===== config.mk =====
export PLATFORM = sky130hd
export DESIGN_NAME = pic_ctrl
export DESIGN_NICKNAME = d
export VERILOG_FILES = /design/src/rtl/pic_ctrl_pkg.sv /design/src/rtl/pic_cfg_seq.sv /design/src/rtl/pic_resolver.sv /design/src/rtl/pic_irq_core.sv /design/src/rtl/pic_ctrl.sv
export SDC_FILE = /design/constraint.sdc
export NUM_CORES = 1
export LEC_CHECK = 0
export BUFFER_PORTS_ARGS = -buffer_cell sky130_fd_sc_hd__buf_2
export CORE_MARGIN = 1
export CORE_UTILIZATION = 50
export CTS_BUF_LIST = sky130_fd_sc_hd__clkbuf_8
export CTS_CLUSTER_DIAMETER = 150
export DETAILED_ROUTE_END_ITERATION = 12
export GPL_ROUTABILITY_DRIVEN = 0
export PLACE_DENSITY = 0.72
export SLEW_MARGIN = 0
export SYNTH_ARGS = -nofsm -noshare
export SYNTH_HDL_FRONTEND = slang
export SYNTH_SLANG_ARGS = --single-unit

===== constraint.sdc =====
create_clock -name clk -period 6 [get_ports clk]
set_input_delay 0.6 -clock clk [delete_from_list [all_inputs] [get_ports clk]]
set_output_delay 0.6 -clock clk [all_outputs]
set_load 0.05 [all_outputs]

===== src/rtl/pic_ctrl_pkg.sv =====
package pic_ctrl_pkg;
    localparam int DATA_W  = 8;
    localparam int NUM_IRQ = 8;
    localparam int IDX_W   = $clog2(NUM_IRQ);

    typedef enum logic [1:0] {
        SEQ_READY,
        SEQ_VBASE,
        SEQ_CASC,
        SEQ_MODE
    } seq_state_t;

    typedef enum logic {
        ACK_IDLE,
        ACK_HELD
    } ack_state_t;

    // command field values on address 0
    localparam logic [2:0] OP_NS_EOI  = 3'b001;
    localparam logic [2:0] OP_SET_LOW = 3'b110;
endpackage


===== src/rtl/pic_cfg_seq.sv =====
module pic_cfg_seq
    import pic_ctrl_pkg::*;
#(
    parameter int DW = DATA_W,
    parameter int IW = IDX_W
) (
    input  logic          clk,
    input  logic          rst_n,
    input  logic          bus_wr,
    input  logic          bus_addr,
    input  logic [DW-1:0] bus_wdata,
    output logic          init_pulse,
    output logic          eoi_pulse,
    output logic          seq_ready,
    output logic [DW-1:0] mask,
    output logic [DW-1:0] vbase,
    output logic [DW-1:0] casc,
    output logic          mode_x86,
    output logic          mode_aeoi,
    output logic          mode_master,
    output logic          level_mode,
    output logic          rd_isr,
    output logic [IW-1:0] low_lvl
);
    seq_state_t st_q, st_n;
    logic       need_mode;
    logic       wr0, wr1, cmd_sel, op_word;

    assign wr0        = bus_wr & ~bus_addr;
    assign wr1        = bus_wr & bus_addr;
    assign init_pulse = wr0 & bus_wdata[4];
    assign seq_ready  = (st_q == SEQ_READY);
    assign cmd_sel    = wr0 & ~bus_wdata[4] & bus_wdata[3] & seq_ready;
    assign op_word    = wr0 & ~bus_wdata[4] & ~bus_wdata[3] & seq_ready;
    assign eoi_pulse  = op_word & (bus_wdata[7:5] == OP_NS_EOI);

    always_comb begin
        st_n = st_q;
        if (init_pulse) begin
            st_n = SEQ_VBASE;
        end else if (wr1) begin
            unique case (st_q)
                SEQ_READY: st_n = SEQ_READY;
                SEQ_VBASE: st_n = SEQ_CASC;
                SEQ_CASC:  st_n = need_mode ? SEQ_MODE : SEQ_READY;
                SEQ_MODE:  st_n = SEQ_READY;
            endcase
        end
    end

    always_ff @(posedge clk or negedge rst_n) begin
        if (!rst_n) st_q <= SEQ_READY;
        else        st_q <= st_n;
    end

    always_ff @(posedge clk or negedge rst_n) begin
        if (!rst_n) begin
            mask        <= '1;
            vbase       <= '0;
            casc        <= '0;
            need_mode   <= 1'b0;
            mode_x86    <= 1'b0;
            mode_aeoi   <= 1'b0;
            mode_master <= 1'b1;
            level_mode  <= 1'b0;
            rd_isr      <= 1'b0;
            low_lvl     <= '1;
        end else if (init_pulse) begin
            need_mode   <= bus_wdata[0];
            level_mode  <= bus_wdata[3];
            mode_x86    <= 1'b0;
            mode_aeoi   <= 1'b0;
            mode_master <= 1'b1;
            rd_isr      <= 1'b0;
            low_lvl     <= '1;
        end else begin
            if (wr1) begin
                unique case (st_q)
                    SEQ_READY: mask  <= bus_wdata;
                    SEQ_VBASE: vbase <= bus_wdata;
                    SEQ_CASC:  casc  <= bus_wdata;
                    SEQ_MODE: begin
                        mode_x86    <= bus_wdata[0];
                        mode_aeoi   <= bus_wdata[1];
                        mode_master <= bus_wdata[2];
                    end
                endcase
            end
            if (cmd_sel && bus_wdata[1])
                rd_isr <= bus_wdata[0];
            if (op_word && bus_wdata[7:5] == OP_SET_LOW)
                low_lvl <= bus_wdata[IW-1:0];
        end
    end
endmodule


===== src/rtl/pic_resolver.sv =====
module pic_resolver
    import pic_ctrl_pkg::*;
#(
    parameter int N  = NUM_IRQ,
    parameter int IW = IDX_W
) (
    input  logic [N-1:0]  req_vec,
    input  logic [N-1:0]  isr_vec,
    input  logic [IW-1:0] low_lvl,
    output logic          req_any,
    output logic [IW-1:0] req_idx,
    output logic          isr_any,
    output logic [IW-1:0] isr_idx,
    output logic          grant_ok
);
    logic [IW-1:0] req_rank, isr_rank;

    // scan from lowest to highest priority so the last hit wins
    always_comb begin
        req_any = 1'b0;
        req_idx = '0;
        isr_any = 1'b0;
        isr_idx = '0;
        for (int k = N - 1; k >= 0; k--) begin
            logic [IW-1:0] idx;
            idx = IW'(int'(low_lvl) + 1 + k);
            if (req_vec[idx]) begin
                req_any = 1'b1;
                req_idx = idx;
            end
            if (isr_vec[idx]) begin
                isr_any = 1'b1;
                isr_idx = idx;
            end
        end
    end

    assign req_rank = IW'(req_idx - low_lvl - IW'(1));
    assign isr_rank = IW'(isr_idx - low_lvl - IW'(1));
    assign grant_ok = req_any & (~isr_any | (req_rank < isr_rank));
endmodule


===== src/rtl/pic_irq_core.sv =====
module pic_irq_core
    import pic_ctrl_pkg::*;
#(
    parameter int N  = NUM_IRQ,
    parameter int DW = DATA_W,
    parameter int IW = IDX_W
) (
    input  logic          clk,
    input  logic          rst_n,
    input  logic [N-1:0]  irq_in,
    input  logic          inta,
    input  logic          init_pulse,
    input  logic          eoi_pulse,
    input  logic          level_mode,
    input  logic [N-1:0]  mask,
    input  logic [IW-1:0] low_lvl,
    input  logic [DW-1:0] vbase,
    input  logic [DW-1:0] casc,
    input  logic          mode_x86,
    input  logic          mode_aeoi,
    input  logic          mode_master,
    input  logic [IW-1:0] cas_in,
    output logic          int_out,
    output logic [DW-1:0] vec_out,
    output logic          vec_valid,
    output logic [IW-1:0] cas_out,
    output logic [N-1:0]  irr,
    output logic [N-1:0]  isr,
    output logic          ack_idle
);
    ack_state_t    st_q, st_n;
    logic [N-1:0]  irq_prev, edge_q, edge_n, isr_n;
    logic [IW-1:0] held_idx, req_idx, isr_idx, ack_idx;
    logic          held_spur, held_drv;
    logic          req_any, isr_any, grant_ok, sel_ok, first_p, second_p;

    assign irr = level_mode ? irq_in : edge_q;

    pic_resolver #(.N(N), .IW(IW)) u_res (
        .req_vec (irr & ~mask),
        .isr_vec (isr),
        .low_lvl (low_lvl),
        .req_any (req_any),
        .req_idx (req_idx),
        .isr_any (isr_any),
        .isr_idx (isr_idx),
        .grant_ok(grant_ok)
    );

    assign sel_ok   = mode_master | (cas_in == casc[IW-1:0]);
    assign ack_idle = (st_q == ACK_IDLE);
    assign first_p  = inta & (st_q == ACK_IDLE);
    assign second_p = inta & (st_q == ACK_HELD);

    always_comb begin
        st_n = st_q;
        unique case (st_q)
            ACK_IDLE: if (inta) st_n = ACK_HELD;
            ACK_HELD: if (inta) st_n = ACK_IDLE;
        endcase
        if (init_pulse) st_n = ACK_IDLE;
    end

    always_ff @(posedge clk or negedge rst_n) begin
        if (!rst_n) st_q <= ACK_IDLE;
        else        st_q <= st_n;
    end

    always_comb begin
        edge_n = edge_q | (irq_in & ~irq_prev);
        isr_n  = isr;
        if (init_pulse) begin
            edge_n = '0;
            isr_n  = '0;
        end else begin
            if (eoi_pulse && isr_any)
                isr_n[isr_idx] = 1'b0;
            if (first_p && grant_ok && sel_ok) begin
                isr_n[req_idx]  = 1'b1;
                edge_n[req_idx] = 1'b0;
            end
            if (second_p && mode_aeoi && held_drv && !held_spur)
                isr_n[held_idx] = 1'b0;
        end
    end

    always_ff @(posedge clk or negedge rst_n) begin
        if (!rst_n) begin
            irq_prev  <= '0;
            edge_q    <= '0;
            isr       <= '0;
            held_idx  <= '0;
            held_spur <= 1'b0;
            held_drv  <= 1'b0;
        end else begin
            irq_prev <= irq_in;
            edge_q   <= edge_n;
            isr      <= isr_n;
            if (first_p) begin
                held_idx  <= req_idx;
                held_spur <= ~grant_ok;
                held_drv  <= sel_ok;
            end
        end
    end

    always_comb begin
        ack_idx   = held_spur ? IW'(N - 1) : held_idx;
        vec_out   = mode_x86 ? {vbase[DW-1:IW], ack_idx} : DW'(vbase + DW'(ack_idx));
        vec_valid = second_p & held_drv & ~(mode_master & casc[held_idx] & ~held_spur);
        cas_out   = (st_q == ACK_HELD) ? held_idx : req_idx;
        int_out   = grant_ok;
    end
endmodule


===== src/rtl/pic_ctrl.sv =====
module pic_ctrl
    import pic_ctrl_pkg::*;
#(
    parameter int DW = DATA_W,
    parameter int N  = NUM_IRQ,
    parameter int IW = IDX_W
) (
    input  logic          clk,
    input  logic          rst_n,
    input  logic          bus_wr,
    input  logic          bus_addr,
    input  logic [DW-1:0] bus_wdata,
    output logic [DW-1:0] bus_rdata,
    input  logic [N-1:0]  irq_in,
    output logic          int_out,
    input  logic          inta,
    output logic [DW-1:0] vec_out,
    output logic          vec_valid,
    input  logic [IW-1:0] cas_in,
    output logic [IW-1:0] cas_out
);
    logic          init_pulse, eoi_pulse, seq_ready;
    logic [DW-1:0] mask_w, vbase_w, casc_w;
    logic          x86_w, aeoi_w, master_w, level_w, rd_isr_w, ack_idle_w;
    logic [IW-1:0] low_w;
    logic [N-1:0]  irr_w, isr_w;

    pic_cfg_seq #(.DW(DW), .IW(IW)) u_seq (
        .clk        (clk),
        .rst_n      (rst_n),
        .bus_wr     (bus_wr),
        .bus_addr   (bus_addr),
        .bus_wdata  (bus_wdata),
        .init_pulse (init_pulse),
        .eoi_pulse  (eoi_pulse),
        .seq_ready  (seq_ready),
        .mask       (mask_w),
        .vbase      (vbase_w),
        .casc       (casc_w),
        .mode_x86   (x86_w),
        .mode_aeoi  (aeoi_w),
        .mode_master(master_w),
        .level_mode (level_w),
        .rd_isr     (rd_isr_w),
        .low_lvl    (low_w)
    );

    pic_irq_core #(.N(N), .DW(DW), .IW(IW)) u_core (
        .clk        (clk),
        .rst_n      (rst_n),
        .irq_in     (irq_in),
        .inta       (inta),
        .init_pulse (init_pulse),
        .eoi_pulse  (eoi_pulse),
        .level_mode (level_w),
        .mask       (mask_w[N-1:0]),
        .low_lvl    (low_w),
        .vbase      (vbase_w),
        .casc       (casc_w),
        .mode_x86   (x86_w),
        .mode_aeoi  (aeoi_w),
        .mode_master(master_w),
        .cas_in     (cas_in),
        .int_out    (int_out),
        .vec_out    (vec_out),
        .vec_valid  (vec_valid),
        .cas_out    (cas_out),
        .irr        (irr_w),
        .isr        (isr_w),
        .ack_idle   (ack_idle_w)
    );

    assign bus_rdata = bus_addr ? mask_w : DW'(rd_isr_w ? isr_w : irr_w);
endmodule


==> results of run 1 <==
[timing repair]
| action | 4_1_cts | 5_1_grt |
|---|---|---|
| buffers inserted | 0 | 4 |
| gates resized for setup | 0 | 9 |
| setup endpoints to repair | 0 | 10 |
[kinds of logic after synthesis]
group | count (synthesis) | synth area share (%)
xor gates and xnor gates | 20 | 3.66
adders and majority gates | 18 | 4.29
muxes | 87 | 20.2
and+or+nand+nor | 199 | 17.3
AOI/OAI and AO/OA | 164 | 21.0
buffers and inverters | 59 | 5.12
DFF | 65 | 28.4
[final cells by class]
| class | instances | area, µm² |
|---|---|---|
| Fill cell | 961 | 4660 |
| Multi-Input combinational cell | 488 | 3850 |
| Sequential cell | 65 | 1640 |
| Timing Repair Buffer | 65 | 390 |
| Tap cell | 140 | 175 |
| Clock buffer | 11 | 151 |
| Inverter | 21 | 82.6 |
| Clock inverter | 5 | 80.1 |
[placed cells by master, fill, tap and decap left out, drive strengths merged, types with 6 or more instances in the layout]
master	count
dfrtp	53
a21oi	25
ha	15
clkbuf	11
nor2	47
a211oi	11
nand3	13
xor2	8
xnor2	10
dfstp	12
buf	65
a221oi	8
nor2b	19
nand2b	12
nand2	60
or2	9
inv	21
o211ai	7
mux4	18
o22ai	6
o31ai	10
o21ai	31
a22oi	6
mux2i	30
mux2	39
nor3	12
[worst paths after layout]
kind / start / end / slack [ps] / cells after the start
min in group asynchronous: rst_n / u_seq.level_mode$_DFFE_PN0P_ / 430 / 2
hold / removal: irq_in[1] / u_core.irq_prev[1]$_DFF_PN0_ / 390 / 1
setup / recovery: u_seq.low_lvl[0]$_DFFE_PN1P_ / int_out / 180 / 19
max in group asynchronous: rst_n / u_core.held_idx[2]$_DFFE_PN0P_ / 5030 / 2
hold reg to reg: u_seq.level_mode$_DFFE_PN0P_ / u_seq.level_mode$_DFFE_PN0P_ / 490 / 2
setup reg to reg: u_seq.low_lvl[0]$_DFFE_PN1P_ / u_core.isr[2]$_DFF_PN0_ / 240 / 21
[stage by stage]
step / util (%) / setup slack [ps] / hold slack [ps] / instance area (µm²)
6_report: 57.8 / 183 / 386 / 6370
5_1_grt: 57.8 / 32.0 / 389 / 6370
4_1_cts: 57.3 / 123 / 370 / 6320
3_5_place_dp: 55.2 / 131 / 476 / 6080
3_3_place_gp: 55.2 / 281 / 463 / 6080
2_1_floorplan: - / 27.0 / 304 / 5790
[registers in the layout (all words and copies together) (netlist names)]
name	count
u_seq.mode_aeoi	1
u_seq.rd_isr	1
u_core.edge_q	8
u_seq.vbase	8
u_seq.mask	8
u_seq.mode_x86	1
u_core.held_idx	3
u_seq.level_mode	1
u_seq.casc	8
u_core.st_q	1
u_seq.st_q	2
u_core.isr	8
u_core.irq_prev	8
u_core.held_spur	1
u_core.held_drv	1
u_seq.low_lvl	3
u_seq.mode_master	1
u_seq.need_mode	1
[power by group through the flow]
stage / registers, W / clock network (W) / logic [W]
floorplan: 0.000717 / 0 / 0.00176
global placement: 0.000818 / 0 / 0.00215
detailed placement: 0.000825 / 0 / 0.00219
CTS: 0.000819 / 0.000434 / 0.00220
global route: 0.000854 / 0.000446 / 0.00240
finish: 0.000830 / 0.000427 / 0.00224
[metal layers]
| metal | routed length (µm) | global-route usage [%] | up-vias | part of all wire (%) |
|---|---|---|---|---|
| met2 | 8050 | 48.6 | 276 | 49 |
| met1 | 6730 | 39.2 | 2568 | 41 |
| li1 | - | - | 2385 | - |
| met5 | 0 | 0 | - | 0 |
| met3 | 1120 | 3.56 | 40 | 6.8 |
| met4 | 477 | 10.4 | 0 | 2.9 |
==> results.toml, run 1 <==
[global_route]
grt.total_usage_pct = 29.2
antenna_found_initial = 0
grt_overflow = 0
grt_pass1_vias = 5033
grt_max_degree = 66
grt_pass1_wl_um = 26600

[power]
switching_power_w = 0.00177
swShare_pct = 50.6
clkPwrFrac_pct = 12.2
ir_drop_mv = 0.542
power.share.combinational_pct = 64.0
power_frac_seq_pct = 23.7
total_power_w = 0.00350
p_leak_nw = 2.72
intPower_w = 0.00173
power_density_nw_per_um2 = 549

[setup_path]
start_kind = "flip-flop"
slowest_delay_ps = 570
slowest_stage = "dfstp_2"
worst_ep_required_time_ps = 5400
critPathCaptureType = "output port"
crit_top_cell = "ha_1"
cp.arrival_ps = 5220
critPathBufInv = 4
crit_path_cell_trace = "inv_2, ha_1, clkinvlp_4, a221o_1, nand2_1, nor2_1, mux4_2, a211oi_1, a21o_2, inv_1, ha_1, fa_1, xor2_1, xnor2_1, ha_1, nor2b_1, o21ai_1, o21a_4, buf_2"
path_max_fanout = 11
crit_type = "reg2out"
path_delay_family = "adder cells"

[yosys]
synth_most_common_cell = "nand2_1"
yosysUniqueCellTypes = 83
yosysTopAreaCellShare_pct = 23.0
netlist_instances = 612
ys_seq_elements = 65
yosys_most_used_dff = "dfrtp_1"
synthesis.area_um2 = 5770
synth.largest_area_cell = "dfrtp_1"
ys_warn_count = 0
yosys-top-cells-count = "60 x nand2_1, 53 x dfrtp_1, 47 x nor2_1, 35 x mux2_2, 30 x o21ai_0"
synth.area.top_cells = "dfrtp_1 23%, mux4_2 7.0%, mux2_2 6.8%"
async_flop_share_pct = 100
yosysSeqAreaShare_pct = 28.4
synth_nets = 654
synth_edf_count = 0
avgSynthCellArea_um2 = 9.43

[place]
hpwl_um = 12500
placedCellCount = 775
io_buffers = 44

[die]
rows = 38
pin_count = 45
dieArea_um2 = 12000
dieWidth_um = 109
initial_utilization_pct = 52.3
die_y_um = 109
core_um2 = 11000

[timing]
setup_viol = 0
fin_setup_tns_ps = 0
skew_ps = 8.20
tightest_slew_ps = 820
finalCriticalPeriod_ps = 5820
maxSlewHeadroom_pct = 45.4
hold_viol_final = 0
rsz0062_at_grt = "false"
fin_crit_sh_pct = 96.9
fmax_ghz = 0.172
slew_violations = 0

[routing]
drc = 0
wire_per_inst_um = 20.6
vias = 5269
drt_iter0_drc = 562
vias_per_cell = 6.63
first_pass_iters = 5
drt_wl_total_um = 16400
ant_nets = 0

[clock_network]
clk_pin_slew_ps = 70
cts_buffer_depth = 2
root_buffer = "clkbuf_8"
cts_hold_buf = 0
cts_buffers = 9
cts_sinks = 65
insertion_delay_ps = 350
cts-htree-levels = 3
cts_tree = "built"

[hold_path]
hold_class = "in2reg"

[layout]
layout.cells.non_filler = 795
drive_gt1_share_pct = 28.5
fin_nets = 692
num_antenna_cells = 0
syn_to_final_growth_pct = 10.4

[job]
drv_cap = 0

[outcome]
status = "finished, final reports clean"
No activity file was read; power rests on OpenSTA's default activity.
==> run 2: changes to the inputs <==
--- a/config.mk
+++ b/config.mk
@@ -12,7 +12,7 @@
 export CTS_CLUSTER_DIAMETER = 150
 export DETAILED_ROUTE_END_ITERATION = 12
 export GPL_ROUTABILITY_DRIVEN = 0
-export PLACE_DENSITY = 0.72
+export PLACE_DENSITY = 0.69
 export SLEW_MARGIN = 0
 export SYNTH_ARGS = -nofsm -noshare
 export SYNTH_HDL_FRONTEND = slang
==> constraint.sdc (replaced) <==
create_clock -name clk -period 5.4 [get_ports clk]
set_input_delay 0.54 -clock clk [delete_from_list [all_inputs] [get_ports clk]]
set_output_delay 0.54 -clock clk [all_outputs]
set_load 0.05 [all_outputs]
==> run 2 against run 1 <==
- setup slack better by 3.6 ps
- register-to-register slack barely moved
- count of clock-buffer cells in the layout is 1 lower
- sequential power grew 12%
- combinational power increased by 21%
- utilization rose by 2.5 points
- power grew 16%
- sequential share of layout area fell by 1.0 points
- non-clock buffer count up 15
- critical endpoint unchanged
==> results.toml, run 2 (synthesized netlist as in run 1, its figures left out) <==
[outcome]
status = "finished, final reports clean"

[die]
die_y_um = 109
dieWidth_um = 109
dieArea_um2 = 12000
initial_utilization_pct = 52.3
rows = 38
core_um2 = 11000
pin_count = 45

[power]
p_leak_nw = 2.80
power_density_nw_per_um2 = 611
ir_drop_mv = 0.639

[routing]
first_pass_iters = 6
ant_nets = 0
vias_per_cell = 6.61
drt_iter0_drc = 498
vias = 5354
drc = 0
wire_per_inst_um = 21.3
drt_wl_total_um = 17200

[clock_network]
cts_buffers = 9
cts_hold_buf = 0
cts-htree-levels = 3
cts_sinks = 65
insertion_delay_ps = 360
root_buffer = "clkbuf_8"
cts_tree = "built"
clk_pin_slew_ps = 80
cts_buffer_depth = 2

[timing]
fmax_ghz = 0.192
setup_viol = 0
fin_setup_tns_ps = 0
skew_ps = 8.35
hold_ws_ps = 331
hold_viol_final = 0
tightest_slew_ps = 837
maxSlewHeadroom_pct = 44.1
rsz0062_at_grt = "false"
fin_crit_sh_pct = 96.5
finalCriticalPeriod_ps = 5210
slew_violations = 0

[global_route]
grt_pass1_wl_um = 27600
grt_overflow = 0
antenna_found_initial = 0
grt.total_usage_pct = 30.9
grt_pass1_vias = 5234
grt_max_degree = 66

[setup_path]
path_delay_family = "compound AO/OA/AOI/OAI gates"
crit_path_cell_trace = "inv_8, ha_4, inv_4, o221ai_1, and2_1, mux4_2, o22ai_1, a32o_2, inv_1, fa_2, xor2_1, xnor2_1, ha_1, nor2b_1, o21ai_1, o21a_4, buf_6"
critPathCaptureType = "output port"
start_kind = "flip-flop"
slowest_delay_ps = 620
critPathBufInv = 4
crit_type = "reg2out"
worst_ep_required_time_ps = 4860
cp.arrival_ps = 4670
slowest_stage = "dfstp_2"
path_max_fanout = 11

[place]
hpwl_um = 12900
io_buffers = 44
place_area_um2 = 6260

[layout]
syn_to_final_growth_pct = 15.1
drive_gt1_share_pct = 33.7
final_cell_mix = "59 x nand2_1, 53 x dfrtp_1, 46 x nor2_1"
final_util_pct = 60.2
fin_area_um2 = 6640
final_common_cell = "nand2_1"
fin_nets = 707
num_antenna_cells = 0

[job]
drv_cap = 0

[hold_path]
hold_class = "in2reg"
run 2: repair_timing:
item,4_1_cts,5_1_grt
pin swaps,1,9
buffers inserted,0,9
endpoints found under the setup margin,2,12
gates resized for setup,3,25
run 2: layout make-up:
type | count | area [µm²]
Inverter | 21 | 91.3
Clock inverter | 6 | 57.6
Fill cell | 954 | 4390
Sequential cell | 65 | 1640
Tap cell | 140 | 175
Clock buffer | 10 | 138
Timing Repair Buffer | 80 | 534
Multi-Input combinational cell | 488 | 4010
run 2: per-stage QoR:
step | setup WS, ps | cells | power [W]
after global routing | 1.67 | 810 | 0.00430
after CTS | 1.99 | 801 | 0.00392
after detailed placement | 4.87 | 785 | 0.00348
after global placement | 151 | 785 | 0.00342
after floorplan | -202 | 612 | 0.00279
final | 187 | 810 | 0.00406
run 2: worst paths after layout:
kind / from / to / cells past startpoint / slack (ps)
worst max-delay path: u_seq.low_lvl[0]$_DFFE_PN1P_ / int_out / 17 / 190
worst min-delay path: irq_in[7] / u_core.irq_prev[7]$_DFF_PN0_ / 1 / 330
worst max register to register: u_seq.low_lvl[0]$_DFFE_PN1P_ / u_core.isr[2]$_DFF_PN0_ / 19 / 230
worst min register to register: u_seq.need_mode$_DFFE_PN0P_ / u_seq.need_mode$_DFFE_PN0P_ / 2 / 510
max in group asynchronous: rst_n / u_core.isr[5]$_DFF_PN0_ / 2 / 4490
min in group asynchronous: rst_n / u_seq.level_mode$_DFFE_PN0P_ / 2 / 360
run 2: report_power, final:
group          total (W)  internal [W]  switching [W]
combinational    0.00271       0.00111        0.00160
clock           0.000419      0.000222       0.000197
sequential      0.000933      0.000677       0.000256
total            0.00406       0.00200        0.00206
run 2: per-layer routing:
metal  GRT usage, %  routed length, µm
met5              0                  0
met4           16.0                931
met3           5.75               1190
met2           50.8               8110
met1           38.6               7000
